### src/rtl/can_flt_pkg.sv
// Package: shared sizes and the stored message-object record for the
// acceptance filter. Assumes identifiers never exceed 29 bits.
package can_flt_pkg;
    localparam int ID_W  = 29;
    localparam int STD_W = 11;

    typedef struct packed {
        logic            valid;
        logic            tx;
        logic            ext;
        logic [ID_W-1:0] id;
    } msg_obj_t;
endpackage

### src/rtl/can_flt_regs.sv
// Configuration store: message objects plus global and last-object masks.
// Assumes one write per cycle; the last object is forced to receive.
module can_flt_regs
    import can_flt_pkg::*;
#(
    parameter int NUM_OBJ = 15,
    parameter int ADDR_W  = 5,
    parameter int DATA_W  = 32
) (
    input  logic                clk,
    input  logic                rst_n,
    input  logic                wr_en,
    input  logic [ADDR_W-1:0]   wr_addr,
    input  logic [DATA_W-1:0]   wr_data,
    output msg_obj_t            objs [NUM_OBJ],
    output logic [ID_W-1:0]     gmask,
    output logic [ID_W-1:0]     lmask
);
    localparam int GMASK_ADDR = NUM_OBJ;
    localparam int LMASK_ADDR = NUM_OBJ + 1;

    // Object records, one write decoder per slot
    for (genvar i = 0; i < NUM_OBJ; i++) begin : g_obj
        always_ff @(posedge clk) begin
            if (!rst_n) begin
                objs[i] <= '0;
            end else if (wr_en && (int'(wr_addr) == i)) begin
                objs[i].valid <= wr_data[ID_W+2];
                objs[i].tx    <= (i == NUM_OBJ-1) ? 1'b0 : wr_data[ID_W+1];
                objs[i].ext   <= wr_data[ID_W];
                objs[i].id    <= wr_data[ID_W-1:0];
            end
        end
    end

    // Global mask register
    always_ff @(posedge clk) begin
        if (!rst_n)
            gmask <= '1;
        else if (wr_en && (int'(wr_addr) == GMASK_ADDR))
            gmask <= wr_data[ID_W-1:0];
    end

    // Last-object private mask register
    always_ff @(posedge clk) begin
        if (!rst_n)
            lmask <= '1;
        else if (wr_en && (int'(wr_addr) == LMASK_ADDR))
            lmask <= wr_data[ID_W-1:0];
    end
endmodule

### src/rtl/can_flt_cmp.sv
// Per-object comparator: candidacy test plus masked identifier compare.
// Assumes the effective mask is already formed by the caller; cuts the
// compare to 11 bits for standard frames.
module can_flt_cmp
    import can_flt_pkg::*;
(
    input  msg_obj_t         obj,
    input  logic [ID_W-1:0]  mask,
    input  logic [ID_W-1:0]  rx_id,
    input  logic             rx_ext,
    output logic             accept
);
    localparam logic [ID_W-1:0] STD_MASK = ID_W'((1 << STD_W) - 1);

    logic [ID_W-1:0] width_mask;
    logic [ID_W-1:0] diff;

    // Form the bits that must agree, then check candidacy
    always_comb begin
        width_mask = rx_ext ? '1 : STD_MASK;
        diff       = (obj.id ^ rx_id) & mask & width_mask;
        accept     = obj.valid && !obj.tx && (obj.ext == rx_ext) && (diff == '0);
    end
endmodule

### src/rtl/can_flt_pick.sv
// Priority picker: lowest accepting index wins, so the last object is
// chosen only when no lower one accepts.
module can_flt_pick #(
    parameter int NUM_OBJ = 15,
    parameter int IDX_W   = 4
) (
    input  logic [NUM_OBJ-1:0] acc,
    output logic               any,
    output logic [IDX_W-1:0]   win
);
    // Scan from the top so the lowest accepting index is written last
    always_comb begin
        any = |acc;
        win = '0;
        for (int i = NUM_OBJ - 1; i >= 0; i--) begin
            if (acc[i]) win = IDX_W'(i);
        end
    end
endmodule

### src/rtl/can_accept_filter.sv
// Top: message acceptance filter. Compares a strobed frame identifier
// against all objects in parallel and registers the verdict one cycle
// later. A frame in the same cycle as a write sees the old configuration.
module can_accept_filter
    import can_flt_pkg::*;
#(
    parameter int NUM_OBJ = 15,
    parameter int ADDR_W  = 5,
    parameter int IDX_W   = $clog2(NUM_OBJ)
) (
    input  logic              clk,
    input  logic              rst_n,
    input  logic              wr_en,
    input  logic [ADDR_W-1:0] wr_addr,
    input  logic [31:0]       wr_data,
    input  logic              rx_valid,
    input  logic [28:0]       rx_id,
    input  logic              rx_ext,
    output logic              hit,
    output logic [IDX_W-1:0]  hit_idx
);
    localparam int DATA_W = ID_W + 3;

    msg_obj_t            objs [NUM_OBJ];
    logic [ID_W-1:0]     gmask;
    logic [ID_W-1:0]     lmask;
    logic [NUM_OBJ-1:0]  acc;
    logic                any;
    logic [IDX_W-1:0]    win;

    can_flt_regs #(
        .NUM_OBJ (NUM_OBJ),
        .ADDR_W  (ADDR_W),
        .DATA_W  (DATA_W)
    ) u_regs (
        .clk     (clk),
        .rst_n   (rst_n),
        .wr_en   (wr_en),
        .wr_addr (wr_addr),
        .wr_data (wr_data),
        .objs    (objs),
        .gmask   (gmask),
        .lmask   (lmask)
    );

    // One comparator per object; the last one also applies its own mask
    for (genvar i = 0; i < NUM_OBJ; i++) begin : g_cmp
        logic [ID_W-1:0] eff_mask;
        if (i == NUM_OBJ - 1) begin : g_last
            assign eff_mask = gmask & lmask;
        end else begin : g_plain
            assign eff_mask = gmask;
        end
        can_flt_cmp u_cmp (
            .obj    (objs[i]),
            .mask   (eff_mask),
            .rx_id  (rx_id),
            .rx_ext (rx_ext),
            .accept (acc[i])
        );
    end

    can_flt_pick #(
        .NUM_OBJ (NUM_OBJ),
        .IDX_W   (IDX_W)
    ) u_pick (
        .acc (acc),
        .any (any),
        .win (win)
    );

    // Register the verdict for the cycle after the strobe
    always_ff @(posedge clk) begin
        if (!rst_n) begin
            hit     <= 1'b0;
            hit_idx <= '0;
        end else begin
            hit     <= rx_valid && any;
            hit_idx <= (rx_valid && any) ? win : '0;
        end
    end
endmodule

### config.mk
export PLATFORM = sky130hd
export DESIGN_NAME = can_accept_filter
export DESIGN_NICKNAME = d
export VERILOG_FILES = /design/src/rtl/can_flt_pkg.sv /design/src/rtl/can_flt_regs.sv /design/src/rtl/can_flt_cmp.sv /design/src/rtl/can_flt_pick.sv /design/src/rtl/can_accept_filter.sv
export SDC_FILE = /design/constraint.sdc
export NUM_CORES = 2
export LEC_CHECK = 0
export BUFFER_PORTS_ARGS = -buffer_cell sky130_fd_sc_hd__clkbuf_2
export CELL_PAD_IN_SITES_DETAIL_PLACEMENT = 0
export CELL_PAD_IN_SITES_GLOBAL_PLACEMENT = 1
export CORE_MARGIN = 2
export CORE_UTILIZATION = 38
export DETAILED_ROUTE_END_ITERATION = 12
export GPL_TIMING_DRIVEN = 0
export PLACE_DENSITY_LB_ADDON = 0.1
export SYNTH_ARGS = -nofsm -noshare
export SYNTH_HDL_FRONTEND = slang
export SYNTH_SLANG_ARGS = --single-unit
### constraint.sdc
create_clock -name clk -period 4 [get_ports clk]
set_input_delay 1.2 -clock clk [delete_from_list [all_inputs] [get_ports clk]]
set_output_delay 1.2 -clock clk [all_outputs]
set_load 0.03 [all_outputs]
# Word level (Yosys, flattened, before mapping)
# Cells that the tools add are included.
totals:
  ff_bits: 542
  inputBits: 71
  out_inout_bits: 5
  word_cells: 257
classes:
  n_eq_ne: 31
  muxes: 15
  n_bitwise: 48
  n_reduce_logical: 97
op_table:
  columns: ["op", "count"]
  rows:
  - ["bitwise AND 29 bit", 31]
  - ["zero test 29 bit", 15]
  - ["bitwise XOR 29 bit", 15]
  - ["logical AND 1 bit", 62]
  - ["== test 5 bit, second input constant", 9]
  - ["two-way mux 29 bit", 1]
  - ["two-way mux 4 bit", 7]
  - ["== test 5 x 4 -> 1 bit, second input constant", 4]
  - ["== test 1 bit", 15]
  - ["OR reduction 15 bit", 1]
  - ["zero test 1 bit", 14]
  - ["two-way mux 3 bit", 4]
  - ["== test 5 x 3 -> 1 bit, second input constant", 2]
  - ["OR reduction 10 bit", 1]
  - ["OR reduction 6 bit", 1]
  - ["== test 5 x 2 -> 1 bit, second input constant", 1]
  - ["zero test 5 bit", 1]
  - ["two-way mux 2 bit", 2]
  - ["OR reduction 4 bit", 1]
  - ["OR reduction 3 bit", 1]
  - ["inverter 1 bit", 2]
  - ["two-way mux 1 bit", 1]

# Longest topological paths before layout
logic_depth:
  ltp_word: 19
  mapped_depth: 10
  depth_no_buf: 8

# Modules after synthesis
# From an unflattened synthesis, not the netlist that was laid out.
hier_totals:
  hier_cells: 2670
  area_unflattened_um2: 26688.1
by_module_without_submodules:
  columns: ["module", "n_inst", "cells_each", "area_each_um2", "seq_area_each_um2"]
  rows:
  - ["can_flt_regs", 1, 1854, 19486.2, 10750.3]
  - ["can_flt_cmp", 15, 50, 447.9, 0.0]
  - ["can_accept_filter", 1, 39, 324.1, 100.1]
  - ["can_flt_pick", 1, 27, 158.9, 0.0]

# Least setup slack after synthesis
# Ideal clock, no wire load.
synth_path:
  path_type: "input port to flip-flop"
  startpoint: "input rx_id[13]"
  endpoint: "register hit_idx[1]"
  setup_time_ns: 0.091
  arrival_ns: 3.531
  required_ns: 3.909
  slack_ns: 0.378
  stages: 9
  path_buffers: 1
  path_cell_list: "buf_2 > xnor2_2 > o22ai_1 > or4_1 > o41a_1 > or4_1 > nand3b_1 > a221o_1 > a311oi_1"
synth_via:
  elab_chain_len: 18
  word_cells_on_any_way: 92
  classes_between: "mux: 13; bitwise: 46; reduce/logical: 33"
synth_lines:
  columns: ["item", "line", "source"]
  rows:
  - ["start: declaration", "can_accept_filter.sv:17", "input logic [28:0] rx_id,"]
  - ["bitwise XOR 29 bit", "can_flt_cmp.sv:21", "diff = (obj.id ^ rx_id) & mask & width_mask;"]
  - ["bitwise AND 29 bit (2 in a row)", "can_flt_cmp.sv:21", null]
  - ["zero test 29 bit", "can_flt_cmp.sv:22", "accept = obj.valid && !obj.tx && (obj.ext == rx_ext) && (diff == '0);"]
  - ["logical AND 1 bit", "can_flt_cmp.sv:22", null]
  - ["two-way mux 4 bit (7 in a row)", "can_flt_pick.sv:16", "if (acc[i]) win = IDX_W'(i);"]
  - ["two-way mux 3 bit (4 in a row)", "can_flt_pick.sv:16", null]
  - ["two-way mux 2 bit (2 in a row)", "can_flt_pick.sv:16", null]
  - ["end signal: assignment", "can_accept_filter.sv:79", "hit_idx <= (rx_valid && any) ? win : '0;"]
  - ["end: declaration", "can_accept_filter.sv:20", "output logic [IDX_W-1:0] hit_idx"]
# Parallel ways exist; a longest one is shown, timed or not.
# A chain may end at the register's enable or synchronous reset.

# Final worst setup path
layout_path:
  startpoint: "register u_regs.gmask[25]"
  endpoint: "register hit"
layout_via:
  elab_chain_len: 7
  word_cells_on_any_way: 63
  classes_between: "bitwise: 31; reduce/logical: 32"
layout_lines:
  columns: ["item", "line", "source"]
  rows:
  - ["start: declaration", "can_flt_regs.sv:16", "output logic [ID_W-1:0] gmask,"]
  - ["start signal: assignment", "can_flt_regs.sv:41", "gmask <= wr_data[ID_W-1:0];"]
  - ["bitwise AND 29 bit", "can_accept_filter.sv:50", "assign eff_mask = gmask & lmask;"]
  - ["bitwise AND 29 bit (2 in a row)", "can_flt_cmp.sv:21", null]
  - ["zero test 29 bit", "can_flt_cmp.sv:22", null]
  - ["logical AND 1 bit", "can_flt_cmp.sv:22", null]
  - ["OR reduction 15 bit *", "can_flt_pick.sv:13", "any = |acc;"]
  - ["logical AND 1 bit *", "can_accept_filter.sv:78", "hit <= rx_valid && any;"]
  - ["end signal: assignment", "can_accept_filter.sv:78", null]
  - ["end: declaration", "can_accept_filter.sv:19", "output logic hit,"]
# Every way passes the cells marked *; elsewhere a longest branch is shown, timed or not.

==> summary.md <==
| Metric | Value |
|---|---|
| Status | `finished with violations` |
| Failing checks | `negative setup slack` |
| R2R depth | `9` |
| Slowest-stage cell, CP | `buf_1` |
| Sequential element share of the synthesized area | `40.0%` |
| Clk slew on worst S/H paths | `0.06 ns` |
| Max_cap viols | `0` |
| First-pass GRT wire length | `168000 um` |
| Avg WL per Cell | `26.3 um` |
| CP top delay family | `buffers and inverters` |
| GP Congestion | `0.982` |
| Largest net degree at the start of global routing | `16` |
| Clock Root Buffer | `clkbuf_16` |
| CTS tree | `done` |
| Synth Flop Type | `dfxtp_1` |
| Area after DPL | `28400 um2` |
| Final worst-path cycle share | `101%` |
| Peak VDD IR | `266 uV` |
| Lkg Pwr | `0.0120 uW` |
| Worst-skew pair later-pin latency | `0.61 ns` |
| Flop2flop setup slack | `-0.05 ns` |
| Post-detail-place hpwl | `87900 um` |
| Worst Path Required | `4.46 ns` |
| Fin area | `30700 um2` |
| Buffers on Ports | `15` |
| Setup violators final | `3` |
| Total core area | `70300 um2` |
| Mapped Area | `27100 um2` |
| H-tree Lvls | `3` |
| Buf/Inv on CP | `2` |
| Ys async rst share | `0%` |
| Crit Path Max Fanout | `10` |
| DRT iter0 DRCs | `2230` |
| Critical path type | `reg -> reg` |
| Die area | `73500 um2` |
| Post-Syn Nets | `3514` |
| Number of iterations in the first detailed-routing pass | `8` |
| Antenna cells | `0` |
| Critical path arrival | `4.51 ns` |
| Worst Hold Class | `reg -> reg` |
| Die Span X | `271 um` |
| Setup crit start kind | `register` |
| Max incr delay on CP | `0.94 ns` |
| Actual slew at the worst max-slew pin | `1.28 ns` |
| Antenna violations before repair | `1` |
| Clock Sinks | `542` |
| Setup tns final | `-0.0845 ns` |
| Rows | `97` |
| Fraction of layout instances using a drive strength above 1 | `4.65%` |
| Syn-to-layout area delta | `13.4%` |
| CP most frequent cell | `nand4_1` |
| Power Density | `415 nW/um2` |
| Final Critical Period | `4.05 ns` |
| Nets | `3595` |
| Post-synth EDFFs | `0` |
| Synth Register Bits | `542` |
| All-Layer GR Usage | `31.5%` |
| Worst slew margin | `14.9%` |
| RSZ-0062 raised after global routing | `yes` |
| Ys Warns | `0` |
| Critical Path Stages | `9` |
| Hold_buf cts | `0` |
| Worst setup margin | `-0.0453 ns` |
| Worst setup EP type | `register` |
| Initial Util | `38.6%` |
| Avg Cell Area, Syn | `7.87 um2` |
| Slew Limit Fails | `0` |
| Clock Tree Buf Depth | `3` |
| Total Routed Length | `118000 um` |
| Fmax | `247 MHz` |
| Worst hold stages | `2` |
| Fin. Hold Viols | `0` |
| Skew final | `0.00983 ns` |
| Total grt overflow | `0` |
| Vias in the first global route | `24200` |
| TritonCTS buffer count | `67` |
| I/O Pins | `76` |
| Cell variety after synth | `44` |
| DRC violations left | `0` |
| Mapped Cells | `3443` |
| DR vias | `24800` |
| Die Ht | `271 um` |
| Remaining antenna violation count after routing | `0` |
| Cell Chain, Critical Path | `clkbuf_1 -> buf_1 -> a22oi_1 -> nand3_1 -> o41ai_2 -> nand4_1 -> nand4_1 -> nor4_1 -> a21oi_1` |
| Vias per cell | `5.51` |
-- metrics by stage --
stage,util [%],cells,setup slack [ns],total power [uW],hold WS [ns]
global route,43.7,4507,-0.0207,13100,0.481
floorplan,-,3443,0.378,6220,0.433
CTS,43.7,4509,0.00954,12800,0.463
detailed placement,40.4,4398,-2.02,6680,0.450
finish,43.7,4507,-0.0453,12700,0.462
global placement,40.4,4398,-1.99,6680,0.445
-- path summary, 6_finish.rpt --
| kind | from | to |
|---|---|---|
| worst max-delay path | u_regs.gmask[25]$_SDFFE_PN1P_ | hit$_SDFF_PN0_ |
| worst max register to register | u_regs.gmask[25]$_SDFFE_PN1P_ | hit$_SDFF_PN0_ |
| worst min register to register | u_regs.lmask[3]$_SDFFE_PN1P_ | u_regs.lmask[3]$_SDFFE_PN1P_ |
| worst min-delay path | u_regs.lmask[3]$_SDFFE_PN1P_ | u_regs.lmask[3]$_SDFFE_PN1P_ |
-- cells in the mapped netlist (2+ instances only) --
cell type / number / share of area (%)
clkbuf_1: 300 / 4.2
or4_1: 3 / 0.083
and3_1: 4 / 0.092
nor4_1: 8 / 0.18
xnor2_1: 13 / 0.42
inv_1: 5 / 0.069
xnor2_2: 3 / 0.18
nor3b_1: 2 / 0.055
nand2b_1: 3 / 0.069
buf_2: 6 / 0.11
o31ai_1: 2 / 0.055
and2_1: 3 / 0.069
a2111oi_0: 5 / 0.16
a22o_1: 17 / 0.55
a21boi_0: 481 / 13
nor2_1: 17 / 0.24
nor3_1: 6 / 0.11
and4_1: 4 / 0.13
buf_1: 32 / 0.44
o22ai_1: 4 / 0.092
a21oi_1: 3 / 0.055
nand3b_1: 2 / 0.055
o41ai_1: 12 / 0.39
nor2b_1: 6 / 0.14
buf_6: 3 / 0.12
nand4b_1: 7 / 0.23
xor2_1: 434 / 14
a22oi_1: 132 / 3.7
a221oi_1: 24 / 0.78
nand4_1: 51 / 1.2
dfxtp_1: 542 / 40
nand3_1: 98 / 1.8
nand2_1: 1200 / 17
-- logic make-up after synthesis --
group / Yosys count / synth area share (%)
AO/OA/AOI/OAI: 688 / 19.3
XOR/XNOR: 450 / 14.6
buffers and inverters: 346 / 4.90
flip-flops: 542 / 40.0
AND/OR/NAND/NOR: 1417 / 21.1
-- layer usage --
| metal | track usage (%) | wire [um] |
|---|---|---|
| met1 | 40.6 | 50800 |
| met3 | 4.92 | 7430 |
| met2 | 52.2 | 55000 |
| met5 | 0 | 0 |
| met4 | 13.3 | 5050 |
-- power breakdown --
group          internal [uW]  total (uW)  switching [uW]  leakage, uW
Clock                   3650        6130            2490      0.00107
Combinational            328        1140             809      0.00652
Sequential              5440        5470            30.3      0.00437
-- worst register-to-register path, delay by kind of cell (launching register included) --
kind	cells	cell delay [ns]
AND/OR/NAND/NOR	4	1.18
buffers and inverters	2	1.88
flip-flops	1	0.30
AO/OA/AOI/OAI	3	0.54
-- layout by cell type, fill, tap and decap left out, types with 6 or more instances in the layout --
cell type / n
nor2_1: 17
nand3_1: 98
buf_1: 13
nand2_1: 1200
nor4_1: 8
dfxtp_1: 542
o41ai_2: 8
a21boi_0: 481
clkbuf_2: 28
nor2b_1: 6
clkinv_2: 6
a22oi_1: 132
nor3_1: 6
a221oi_1: 24
nand4_1: 51
a22o_1: 17
buf_2: 9
xor2_1: 434
clkbuf_16: 71
xnor2_1: 13
clkbuf_8: 16
nand4b_1: 7
clkbuf_1: 300
-- flip-flops by register name (all words and copies together) (netlist names) --
| register | cells |
|---|---|
| u_regs.objs | 479 |
| hit | 1 |
| u_regs.lmask | 29 |
| hit_idx | 4 |
| u_regs.gmask | 29 |
-- timing repair --
| item | 4_1_cts | 5_1_grt |
|---|---|---|
| resized for setup | 68 | 21 |
| buffers inserted | 0 | 0 |
| cloned | 0 | 0 |
| endpoints found under the hold margin | 0 | 0 |
| endpoints found under the setup margin | 5 | 3 |
-- cell type report --
cell class                 count  area (um2)
buffer                       338        1410
clock buffer                 103        2060
clock inverter                 9        98.8
fill                        7185       39500
inverter                       5        18.8
multi-input combinational   2555       15000
sequential                   542       10900
tap                          940        1180
timing repair buffer          15        75.1
(Power assumes the default switching activity.)
